$ cat src/rtl/sipo_pkg.sv
// Package: shared constants, state type and divisor decode for the
// serial shift-register output driver. Assumes a maximum divisor of 32.
package sipo_pkg;

    localparam int unsigned DIV_W = 6;   // wide enough to hold 32

    typedef enum logic [1:0] {
        ST_IDLE  = 2'd0,
        ST_LOW   = 2'd1,
        ST_HIGH  = 2'd2,
        ST_LATCH = 2'd3
    } sipo_state_e;

    // Map the divisor select code to a divisor in bus clocks (zero code = 32).
    function automatic logic [DIV_W-1:0] div_of(input logic [1:0] sel);
        logic [DIV_W-1:0] r;
        case (sel)
            2'b01:   r = DIV_W'(4);
            2'b10:   r = DIV_W'(8);
            2'b11:   r = DIV_W'(16);
            default: r = DIV_W'(32);
        endcase
        return r;
    endfunction

endpackage

$ cat src/rtl/sipo_timing_cfg.sv
// Timing configuration decode: turns the divisor select and the requested
// delay into a half-period length and an effective delay. A zero delay is
// treated as 1 and a delay above half the divisor is clamped to it.
// Purely combinational; the sequencer captures the results at start.
module sipo_timing_cfg
    import sipo_pkg::*;
#(
    parameter int unsigned DLY_W = 5
) (
    input  logic [1:0]       div_sel,
    input  logic [DLY_W-1:0] dly_req,
    output logic [DIV_W-1:0] half_len,
    output logic [DIV_W-1:0] eff_dly
);
    localparam int unsigned CW = (DLY_W > DIV_W) ? DLY_W : DIV_W;

    logic [DIV_W-1:0] div_full;
    logic [CW-1:0]    dly_ext;
    logic [CW-1:0]    half_ext;

    // Decode divisor, substitute the zero delay and clamp against half.
    always_comb begin
        div_full = div_of(div_sel);
        half_len = div_full >> 1;
        half_ext = CW'(half_len);
        dly_ext  = (dly_req == '0) ? CW'(1) : CW'(dly_req);
        eff_dly  = (dly_ext > half_ext) ? half_len : DIV_W'(dly_ext);
    end

endmodule

$ cat src/rtl/sipo_shift_seq.sv
// Shift sequencer: on an accepted start it captures the word and timing,
// then for each bit (MSB first) runs a low phase and a high phase of
// half_q bus clocks each. The data line moves in low cycle number eff_q.
// An optional latch strobe follows for a full serial period. Assumes
// half_in >= 1 and 1 <= eff_in <= half_in.
module sipo_shift_seq
    import sipo_pkg::*;
#(
    parameter int unsigned NBITS = 16
) (
    input  logic             clk,
    input  logic             rst_n,
    input  logic             start,
    input  logic [NBITS-1:0] word_in,
    input  logic [DIV_W-1:0] half_in,
    input  logic [DIV_W-1:0] eff_in,
    input  logic             latch_in,
    output logic             sclk,
    output logic             sdata,
    output logic             slatch,
    output logic             busy,
    output logic             done,
    output logic [DIV_W-1:0] half_cap,
    output logic             lat_cap
);
    localparam int unsigned      IDX_W    = (NBITS > 1) ? $clog2(NBITS) : 1;
    localparam logic [IDX_W-1:0] IDX_LAST = IDX_W'(NBITS - 1);
    localparam logic [DIV_W-1:0] CNT_ONE  = DIV_W'(1);

    sipo_state_e      st_q, st_d;
    logic [DIV_W-1:0] cnt_q, cnt_d;
    logic [IDX_W-1:0] idx_q, idx_d;
    logic [NBITS-1:0] word_q, word_now;
    logic [DIV_W-1:0] half_q, eff_q, eff_now, per_last;
    logic             lat_q;
    logic             sdata_q, done_q;
    logic             fin, load_bit, accept;

    // Next-state logic for phase, counter and bit index.
    always_comb begin
        st_d     = st_q;
        cnt_d    = cnt_q;
        idx_d    = idx_q;
        fin      = 1'b0;
        accept   = 1'b0;
        per_last = (half_q << 1) - CNT_ONE;
        case (st_q)
            ST_IDLE: begin
                if (start) begin
                    accept = 1'b1;
                    st_d   = ST_LOW;
                    cnt_d  = '0;
                    idx_d  = IDX_LAST;
                end
            end
            ST_LOW: begin
                if (cnt_q == half_q - CNT_ONE) begin
                    st_d  = ST_HIGH;
                    cnt_d = '0;
                end else begin
                    cnt_d = cnt_q + CNT_ONE;
                end
            end
            ST_HIGH: begin
                if (cnt_q == half_q - CNT_ONE) begin
                    cnt_d = '0;
                    if (idx_q == '0) begin
                        if (lat_q) begin
                            st_d = ST_LATCH;
                        end else begin
                            st_d = ST_IDLE;
                            fin  = 1'b1;
                        end
                    end else begin
                        idx_d = idx_q - IDX_W'(1);
                        st_d  = ST_LOW;
                    end
                end else begin
                    cnt_d = cnt_q + CNT_ONE;
                end
            end
            default: begin
                if (cnt_q == per_last) begin
                    st_d  = ST_IDLE;
                    cnt_d = '0;
                    fin   = 1'b1;
                end else begin
                    cnt_d = cnt_q + CNT_ONE;
                end
            end
        endcase
    end

    // Choose word and delay source (inputs on the accepting edge) and decide on a bit load.
    always_comb begin
        word_now = accept ? word_in : word_q;
        eff_now  = accept ? eff_in  : eff_q;
        load_bit = (st_d == ST_LOW) && (cnt_d == eff_now - CNT_ONE);
    end

    // Sequencer registers, data line and done pulse.
    always_ff @(posedge clk) begin
        if (!rst_n) begin
            st_q    <= ST_IDLE;
            cnt_q   <= '0;
            idx_q   <= '0;
            word_q  <= '0;
            half_q  <= DIV_W'(16);
            eff_q   <= CNT_ONE;
            lat_q   <= 1'b0;
            sdata_q <= 1'b0;
            done_q  <= 1'b0;
        end else begin
            st_q   <= st_d;
            cnt_q  <= cnt_d;
            idx_q  <= idx_d;
            done_q <= fin;
            if (accept) begin
                word_q <= word_in;
                half_q <= half_in;
                eff_q  <= eff_in;
                lat_q  <= latch_in;
            end
            if (load_bit) begin
                sdata_q <= word_now[idx_d];
            end
        end
    end

    // Output decode from the registered phase.
    always_comb begin
        sclk     = (st_q == ST_HIGH);
        slatch   = (st_q == ST_LATCH);
        busy     = (st_q != ST_IDLE);
        sdata    = sdata_q;
        done     = done_q;
        half_cap = half_q;
        lat_cap  = lat_q;
    end

endmodule

$ cat src/rtl/sipo_out_driver.sv
// Top level of the serial shift-register output driver: timing decode
// followed by the shift sequencer. All outputs are registered or decoded
// from registered state. Synchronous active-low reset.
module sipo_out_driver
    import sipo_pkg::*;
#(
    parameter int unsigned NBITS = 16,
    parameter int unsigned DLY_W = 5
) (
    input  logic             clk,
    input  logic             rst_n,
    input  logic             start,
    input  logic [NBITS-1:0] tx_word,
    input  logic [1:0]       div_sel,
    input  logic [DLY_W-1:0] clk_dly,
    input  logic             latch_mode,
    output logic             sclk,
    output logic             sdata,
    output logic             slatch,
    output logic             busy,
    output logic             done
);
    logic [DIV_W-1:0] half_cfg;
    logic [DIV_W-1:0] eff_cfg;
    logic [DIV_W-1:0] half_cap;
    logic             lat_cap;

    sipo_timing_cfg #(.DLY_W(DLY_W)) u_cfg (
        .div_sel  (div_sel),
        .dly_req  (clk_dly),
        .half_len (half_cfg),
        .eff_dly  (eff_cfg)
    );

    sipo_shift_seq #(.NBITS(NBITS)) u_seq (
        .clk      (clk),
        .rst_n    (rst_n),
        .start    (start),
        .word_in  (tx_word),
        .half_in  (half_cfg),
        .eff_in   (eff_cfg),
        .latch_in (latch_mode),
        .sclk     (sclk),
        .sdata    (sdata),
        .slatch   (slatch),
        .busy     (busy),
        .done     (done),
        .half_cap (half_cap),
        .lat_cap  (lat_cap)
    );

endmodule

$ cat config.mk
export PLATFORM = sky130hd
export DESIGN_NAME = sipo_out_driver
export DESIGN_NICKNAME = d
export VERILOG_FILES = /design/src/rtl/sipo_pkg.sv /design/src/rtl/sipo_timing_cfg.sv /design/src/rtl/sipo_shift_seq.sv /design/src/rtl/sipo_out_driver.sv
export SDC_FILE = /design/constraint.sdc
export NUM_CORES = 1
export LEC_CHECK = 0
export CAP_MARGIN = 20
export CORE_MARGIN = 2
export CORE_UTILIZATION = 50
export CTS_CLUSTER_SIZE = 12
export DETAILED_ROUTE_END_ITERATION = 8
export PLACE_DENSITY = 0.72
export SYNTH_ARGS = -nofsm -noshare
export SYNTH_HDL_FRONTEND = slang
export SYNTH_SLANG_ARGS = --single-unit
$ cat constraint.sdc
create_clock -name clk -period 4 [get_ports clk]
set_input_delay 0.4 -clock clk [delete_from_list [all_inputs] [get_ports clk]]
set_output_delay 0.4 -clock clk [all_outputs]
set_load 0.005 [all_outputs]
Word level (Yosys, flattened, before mapping)
Index checks and enable logic that the tools add are counted.

storage, ports and cells
  register bits = 42
  input bits = 27
  output and inout bits = 5
  logic and storage cells = 62

cells by class
  $add $sub $neg = 5
  magnitude comparators = 2
  equal/unequal tests = 10
  mux-type cells = 29
  reduce and logical (&&, ||, !) cells = 7

operator list
  cell                                                                  number
  6-bit 2-to-1 mux                                                      5
  6-bit == test                                                         3
  6-bit case mux with 3 select lines                                    1
  16-bit 2-to-1 mux                                                     1
  2-bit 2-to-1 mux                                                      6
  4-bit 2-to-1 mux                                                      3
  6-bit case mux with 2 select lines                                    1
  6-bit by 1-bit subtractor with 6-bit output, second input constant    2
  2-bit == test, second input constant                                  4
  4-bit case mux with 2 select lines                                    1
  1-bit 2-to-1 mux                                                      7
  6-bit by 1-bit adder with 6-bit output, second input constant         1
  2-bit by 1-bit == test with 1-bit output, second input constant       3
  6-bit by 5-bit greater-than comparator with 1-bit output              1
  2-bit case mux with 3 select lines                                    1
  5-bit by 1-bit subtractor with 6-bit output, second input constant    1
  5-bit zero test                                                       1
  4-bit by 5-bit < comparator with 1-bit output, second input constant  1
  5-bit 2-to-1 mux                                                      1
  1-bit binary-select mux with 4-bit select                             1
  4-bit zero test                                                       1
  2-bit OR reduction                                                    2
  4-bit by 1-bit subtractor with 4-bit output, second input constant    1
  2-bit zero test                                                       1
  other kinds (3)                                                       3

Longest topological paths before layout
  depth in word-level cells = 8
  gate-level depth with buffers = 16
  gate-level depth less buffers = 15

Cells and area by module
A second synthesis with hierarchy kept.

unflattened totals
  cell total of the unflattened synthesis = 386
  area total of the unflattened synthesis = 2964.1 µm²

by module, submodules not included
  module           times used  cells an instance  area an instance (µm²)  seq. area each (µm²)
  sipo_shift_seq   1           356                2736.4                  860.8
  sipo_timing_cfg  1           30                 227.7                   0.0

Worst setup path after synthesis
No wires, ideal clock.

  path type = reg2reg
  from = register u_seq.half_q[1], in the netlist u_seq.half_cap[1]
  to = register u_seq.sdata_q, in the netlist u_seq.sdata
  library setup time = 0.128 ns
  data arrival time = 3.043 ns
  data required time = 3.872 ns
  slack = 0.829 ns
  cell stages (with the launch flop) = 14
  path through = dfxtp_1 inv_1 ha_1 buf_2 o21ba_1 a221o_1 a211oi_4 a31oi_1 or3_1 or4b_1 o32ai_1 nor3_1 mux2i_1 nor2_1

on the way
  cells in the longest elaborated chain, start to end = 6
  elaborated cells between the ends (all ways) = 18
  classes of those cells = add/sub: 2; eq/ne: 4; mux: 11; reduce/logical: 1

ends and longest elaborated chain
  item                                                                                                        RTL line                                                          RTL
  start, declared                                                                                             sipo_shift_seq.sv:34                                              logic [DIV_W-1:0] half_q, eff_q, eff_now, per_last;
  start signal, assigned                                                                                      sipo_shift_seq.sv:120                                             half_q <= half_in;
  5-bit by 1-bit subtractor with 6-bit output or 6-bit by 1-bit subtractor with 6-bit output (tied branches)  sipo_shift_seq.sv:57, sipo_shift_seq.sv:65, sipo_shift_seq.sv:46
  6-bit == test (on tied branches)                                                                            sipo_shift_seq.sv:57, sipo_shift_seq.sv:65, sipo_shift_seq.sv:83
  4-bit 2-to-1 mux, or another cell as far along                                                              sipo_shift_seq.sv:65                                              if (cnt_q == half_q - CNT_ONE) begin
  4-bit case mux with 2 select lines, or another cell as far along                                            sipo_shift_seq.sv:47                                              case (st_q)
  1-bit binary-select mux with 4-bit select, or another cell as far along                                     sipo_shift_seq.sv:125                                             sdata_q <= word_now[idx_d];
  1-bit 2-to-1 mux (not written as such) or 1-bit logical AND (tied branches)                                 sipo_shift_seq.sv:125, sipo_shift_seq.sv:98
  end signal, assigned                                                                                        sipo_shift_seq.sv:125
  end, declared                                                                                               sipo_shift_seq.sv:36                                              logic sdata_q, done_q;

Several ways; a longest one is shown, not always the timed one. The select of a mux whose other input is x is not followed.
A chain may end at the register's enable or synchronous reset.

Worst setup path in the final report
  from = input div_sel[0]
  to = register u_seq.sdata_q, in the netlist u_seq.sdata

on the way
  cells in the longest elaborated chain, start to end = 8
  elaborated cells between the ends (all ways) = 10
  classes of those cells = add/sub: 1; order compare: 1; eq/ne: 4; mux: 3; reduce/logical: 1

ends and longest elaborated chain
  item                                                                       RTL line               RTL
  start, declared                                                            sipo_out_driver.sv:14  input logic [1:0] div_sel,
  2-bit == test or 2-bit by 1-bit == test with 1-bit output (tied branches)  sipo_pkg.sv:17         case (sel)
  6-bit case mux with 3 select lines (*)                                     sipo_pkg.sv:17
  6-bit by 5-bit greater-than comparator with 1-bit output                   sipo_timing_cfg.sv:27  eff_dly = (dly_ext > half_ext) ? half_len : DIV_W'(dly_ext);
  6-bit 2-to-1 mux (*)                                                       sipo_timing_cfg.sv:27
  6-bit 2-to-1 mux (*)                                                       sipo_shift_seq.sv:97   eff_now = accept ? eff_in : eff_q;
  6-bit by 1-bit subtractor with 6-bit output (*)                            sipo_shift_seq.sv:98   load_bit = (st_d == ST_LOW) && (cnt_d == eff_now - CNT_ONE);
  6-bit == test (*)                                                          sipo_shift_seq.sv:98
  1-bit logical AND (*)                                                      sipo_shift_seq.sv:98

Mark *: on every way between the ends. The rest lies on a longest branch, timed or not.

==> impl_metrics.json <==
{
  "overflow": 0,
  "die_y_microns": 79.90,
  "finalWirelength_mm": 7.272,
  "cp_slowest_cell": "clkdlybuf4s50_1",
  "max_slew.worst_pin.slew_ns": 0.8085,
  "dpl_worst_slack_ns": 0.07013,
  "num_rows": 27,
  "fin_ws_ns": 0.3085,
  "synth_most_common_cell": "nand2_1",
  "place_hpwl_mm": 5.345,
  "wl_per_cell_microns": 15.31,
  "core_area_sq_mm": 0.005540,
  "yosys_most_used_dff": "dfxtp_1",
  "criticalPathCategory": "input pin to flip-flop",
  "die_x_microns": 79.90,
  "synth_compound_area_frac": 0.2615,
  "rr_worst_depth": 13,
  "vias": 2864,
  "cts.clk_slew.worst_paths_ns": 0.09,
  "synth-seq-cells": 41,
  "timing.hold.ws_ns": 0.4578,
  "areaGrowthSynthToFinish_pct": 17.33,
  "cts_buffer_depth": 2,
  "setup_viol": 0,
  "synthAdderAreaFrac": 0.05213,
  "worstPathMaxFanout": 7,
  "grt_usage": 0.2390,
  "synthMuxAreaShare": 0.02911,
  "worstPathArrival_ns": 3.87,
  "postLayoutCellArea_sq_mm": 0.003379,
  "synth_nets": 416,
  "postCtsSetupRepairBufs": 0,
  "syn-instance-count": 377,
  "cts_buffers": 5,
  "grt_pass1_wl_mm": 12.12,
  "critPathRequiredTime_ns": 4.18,
  "r2r-start": "u_seq.half_cap[1]$_SDFFE_PN0P_",
  "nNetsFinal": 441,
  "outcome": "finished, final reports clean",
  "critPathCaptureType": "flip-flop",
  "cpPeakStageDelay_ns": 0.46,
  "crit_chain": "clkdlybuf4s50_1 -> nand2b_1 -> ha_1 -> nor2b_1 -> o211ai_1 -> a21o_1 -> a211oi_1 -> ha_1 -> nand2b_1 -> a2111oi_0 -> a32oi_1 -> o2111ai_1 -> o21bai_1 -> o211ai_1 -> mux2i_1 -> nor2_1",
  "drt_iter0_markers": 213,
  "diodes": 0,
  "hold_viol": 0,
  "setup-tns-final_ns": 0,
  "port_buffers": 31,
  "grt_pass1_vias": 2577,
  "syn-cell-area_sq_mm": 0.002880,
  "clock-sinks": 41,
  "path_delay_family": "compound AO/OA/AOI/OAI gates",
  "yosysTopAreaCell": "dfxtp_1",
  "antenna_found_initial": 0,
  "ff_latch_area_sq_um": 820.8,
  "relSlewSlack": 0.4470,
  "vias_per_cell": 6.029,
  "synth_top_family_by_area": "compound AO/OA/AOI/OAI gates",
  "finalCritPeriodShare": 0.9229,
  "rsz0062_at_grt": "false",
  "cts_hold_buf": 0,
  "netlist.area_leader.share": 0.2850,
  "synth_edf_count": 0,
  "leakage_nw": 1.323,
  "hold_class": "flip-flop to flip-flop",
  "layout-drive-gt1-share": 0.06452,
  "yosys-top-cells-count": "nand2_1 (57), dfxtp_1 (41), a21oi_1 (30), nor2_1 (30), clkbuf_1 (17)",
  "htreeDepth": 2,
  "yosys.area_share.xor_xnor": 0.06473,
  "drv_cap": 0,
  "power_density_mw_per_mm2": 316.5,
  "post_cts_resized": 0,
  "fin_crit_ns": 3.691,
  "yosys_warnings": 0,
  "holdPathStages": 2,
  "synth_seq_area_share": 0.2850,
  "yosys.area_share.simple": 0.2563,
  "clockRootBuffer": "clkbuf_8",
  "grt_max_degree": 32,
  "skew_ns": 0.006058,
  "fmax_ghz": 0.2709,
  "ys_types": 61,
  "start_kind": "input pin",
  "ys_async_sr_fraction": 0,
  "dr.pass1.iters": 5,
  "cts_tree": "yes",
  "start_util": 0.5199,
  "clkLatencyLatePin_ns": 0.30,
  "globalplace.congestion": 0.8747,
  "die_area_sq_mm": 0.006384,
  "min_from": "u_seq.word_q[4]$_SDFF_PN0_",
  "placed_area_sq_mm": 0.003264,
  "synth.area.top_cells": "dfxtp_1 (28%), nand2_1 (7.4%), a21oi_1 (5.2%), ha_1 (5.2%), nor2_1 (3.9%)",
  "worstSetupStartpoint": "div_sel[0]",
  "io_pins": 32,
  "ant_nets": 0,
  "path_depth": 16,
  "multi_input_area_sq_mm": 0.001912,
  "route.detailed.drc": 0,
  "critPathBufInv": 1,
  "synth.avg_cell_area_sq_um": 7.640,
  "ir_drop_v": 0.0001715,
  "nFillCells": 519,
  "drv_slew": 0
}
==> path summary, 6_finish.rpt <==
| check | end | slack (ns) |
|---|---|---|
| worst max register to register | u_seq.sdata$_SDFFE_PN0P_ | 0.39 |
| worst max-delay path | u_seq.sdata$_SDFFE_PN0P_ | 0.31 |
| worst min-delay path | u_seq.word_q[4]$_SDFF_PN0_ | 0.46 |
| worst min register to register | u_seq.word_q[4]$_SDFF_PN0_ | 0.46 |
==> placed cells by master, fill, tap and decap left out, types with 4 or more instances in the layout <==
cell / instances
nand2b_1: 10
ha_1: 12
dfxtp_1: 41
nor2b_1: 5
nor3_1: 11
xnor3_1: 4
o211ai_1: 10
inv_1: 13
and2_1: 7
a211oi_1: 10
nand3_1: 11
and3_1: 4
xor2_1: 7
nand2_1: 57
a21o_1: 6
xnor2_1: 4
mux2i_1: 5
buf_4: 10
clkdlybuf4s50_1: 31
a21oi_1: 30
o31ai_1: 4
nand4_1: 4
clkbuf_8: 5
or3_1: 6
nor2_1: 30
a2111oi_0: 5
o21ai_0: 13
==> routing by layer <==
metal,vias to the layer above,share of wire,global-route usage
met5,-,0,0
met4,0,0.015,0.06271
met3,10,0.053,0.03167
met2,97,0.45,0.3708
met1,1342,0.48,0.3478
li1,1415,-,-
==> worst register-to-register path, delay by kind of cell (launching register included) <==
family	cells	cell delay [ns]
fa+ha+maj	1	0.29
flops	1	0.45
simple gates	2	0.27
compound gates	6	1.84
xor+xnor	1	0.16
mux	1	0.21
buf+inv	2	0.29
==> flip-flops by register name, indices dropped and copies added, names as in the netlist <==
name,count
u_seq.sdata,1
u_seq.word_q,16
u_seq.done,1
u_seq.st_q,2
u_seq.half_cap,4
u_seq.idx_q,4
u_seq.eff_q,6
u_seq.lat_cap,1
u_seq.cnt_q,6
==> power breakdown <==
part	internal (W)	switching, W
clock	0.000187	0.000156
combinational	0.000126	0.000150
sequential	0.000432	0.0000186
==> cell type report <==
class                      count  share of cell area
clock inverter                 3             0.01370
clock buffer                   5             0.02036
timing repair buffer          41              0.1140
inverter                      15             0.01666
tap                           72             0.02666
sequential                    41              0.2429
multi-input combinational    298              0.5657
==> stage by stage <==
stage	instances	total power, W	util
after floorplan	377	0.0006434	-
after global placement	467	0.0007264	0.5892
after detailed placement	467	0.0007306	0.5892
after CTS	475	0.001076	0.6100
after global routing	475	0.001130	0.6100
final	475	0.001070	0.6100
==> kinds of logic after synthesis <==
| logic type | Yosys count |
|---|---|
| xor+xnor | 15 |
| flops | 41 |
| fa+ha+maj | 12 |
| mux | 8 |
| simple gates | 155 |
| compound gates | 108 |
| buf+inv | 38 |
Power figures use the tool's default switching activity.
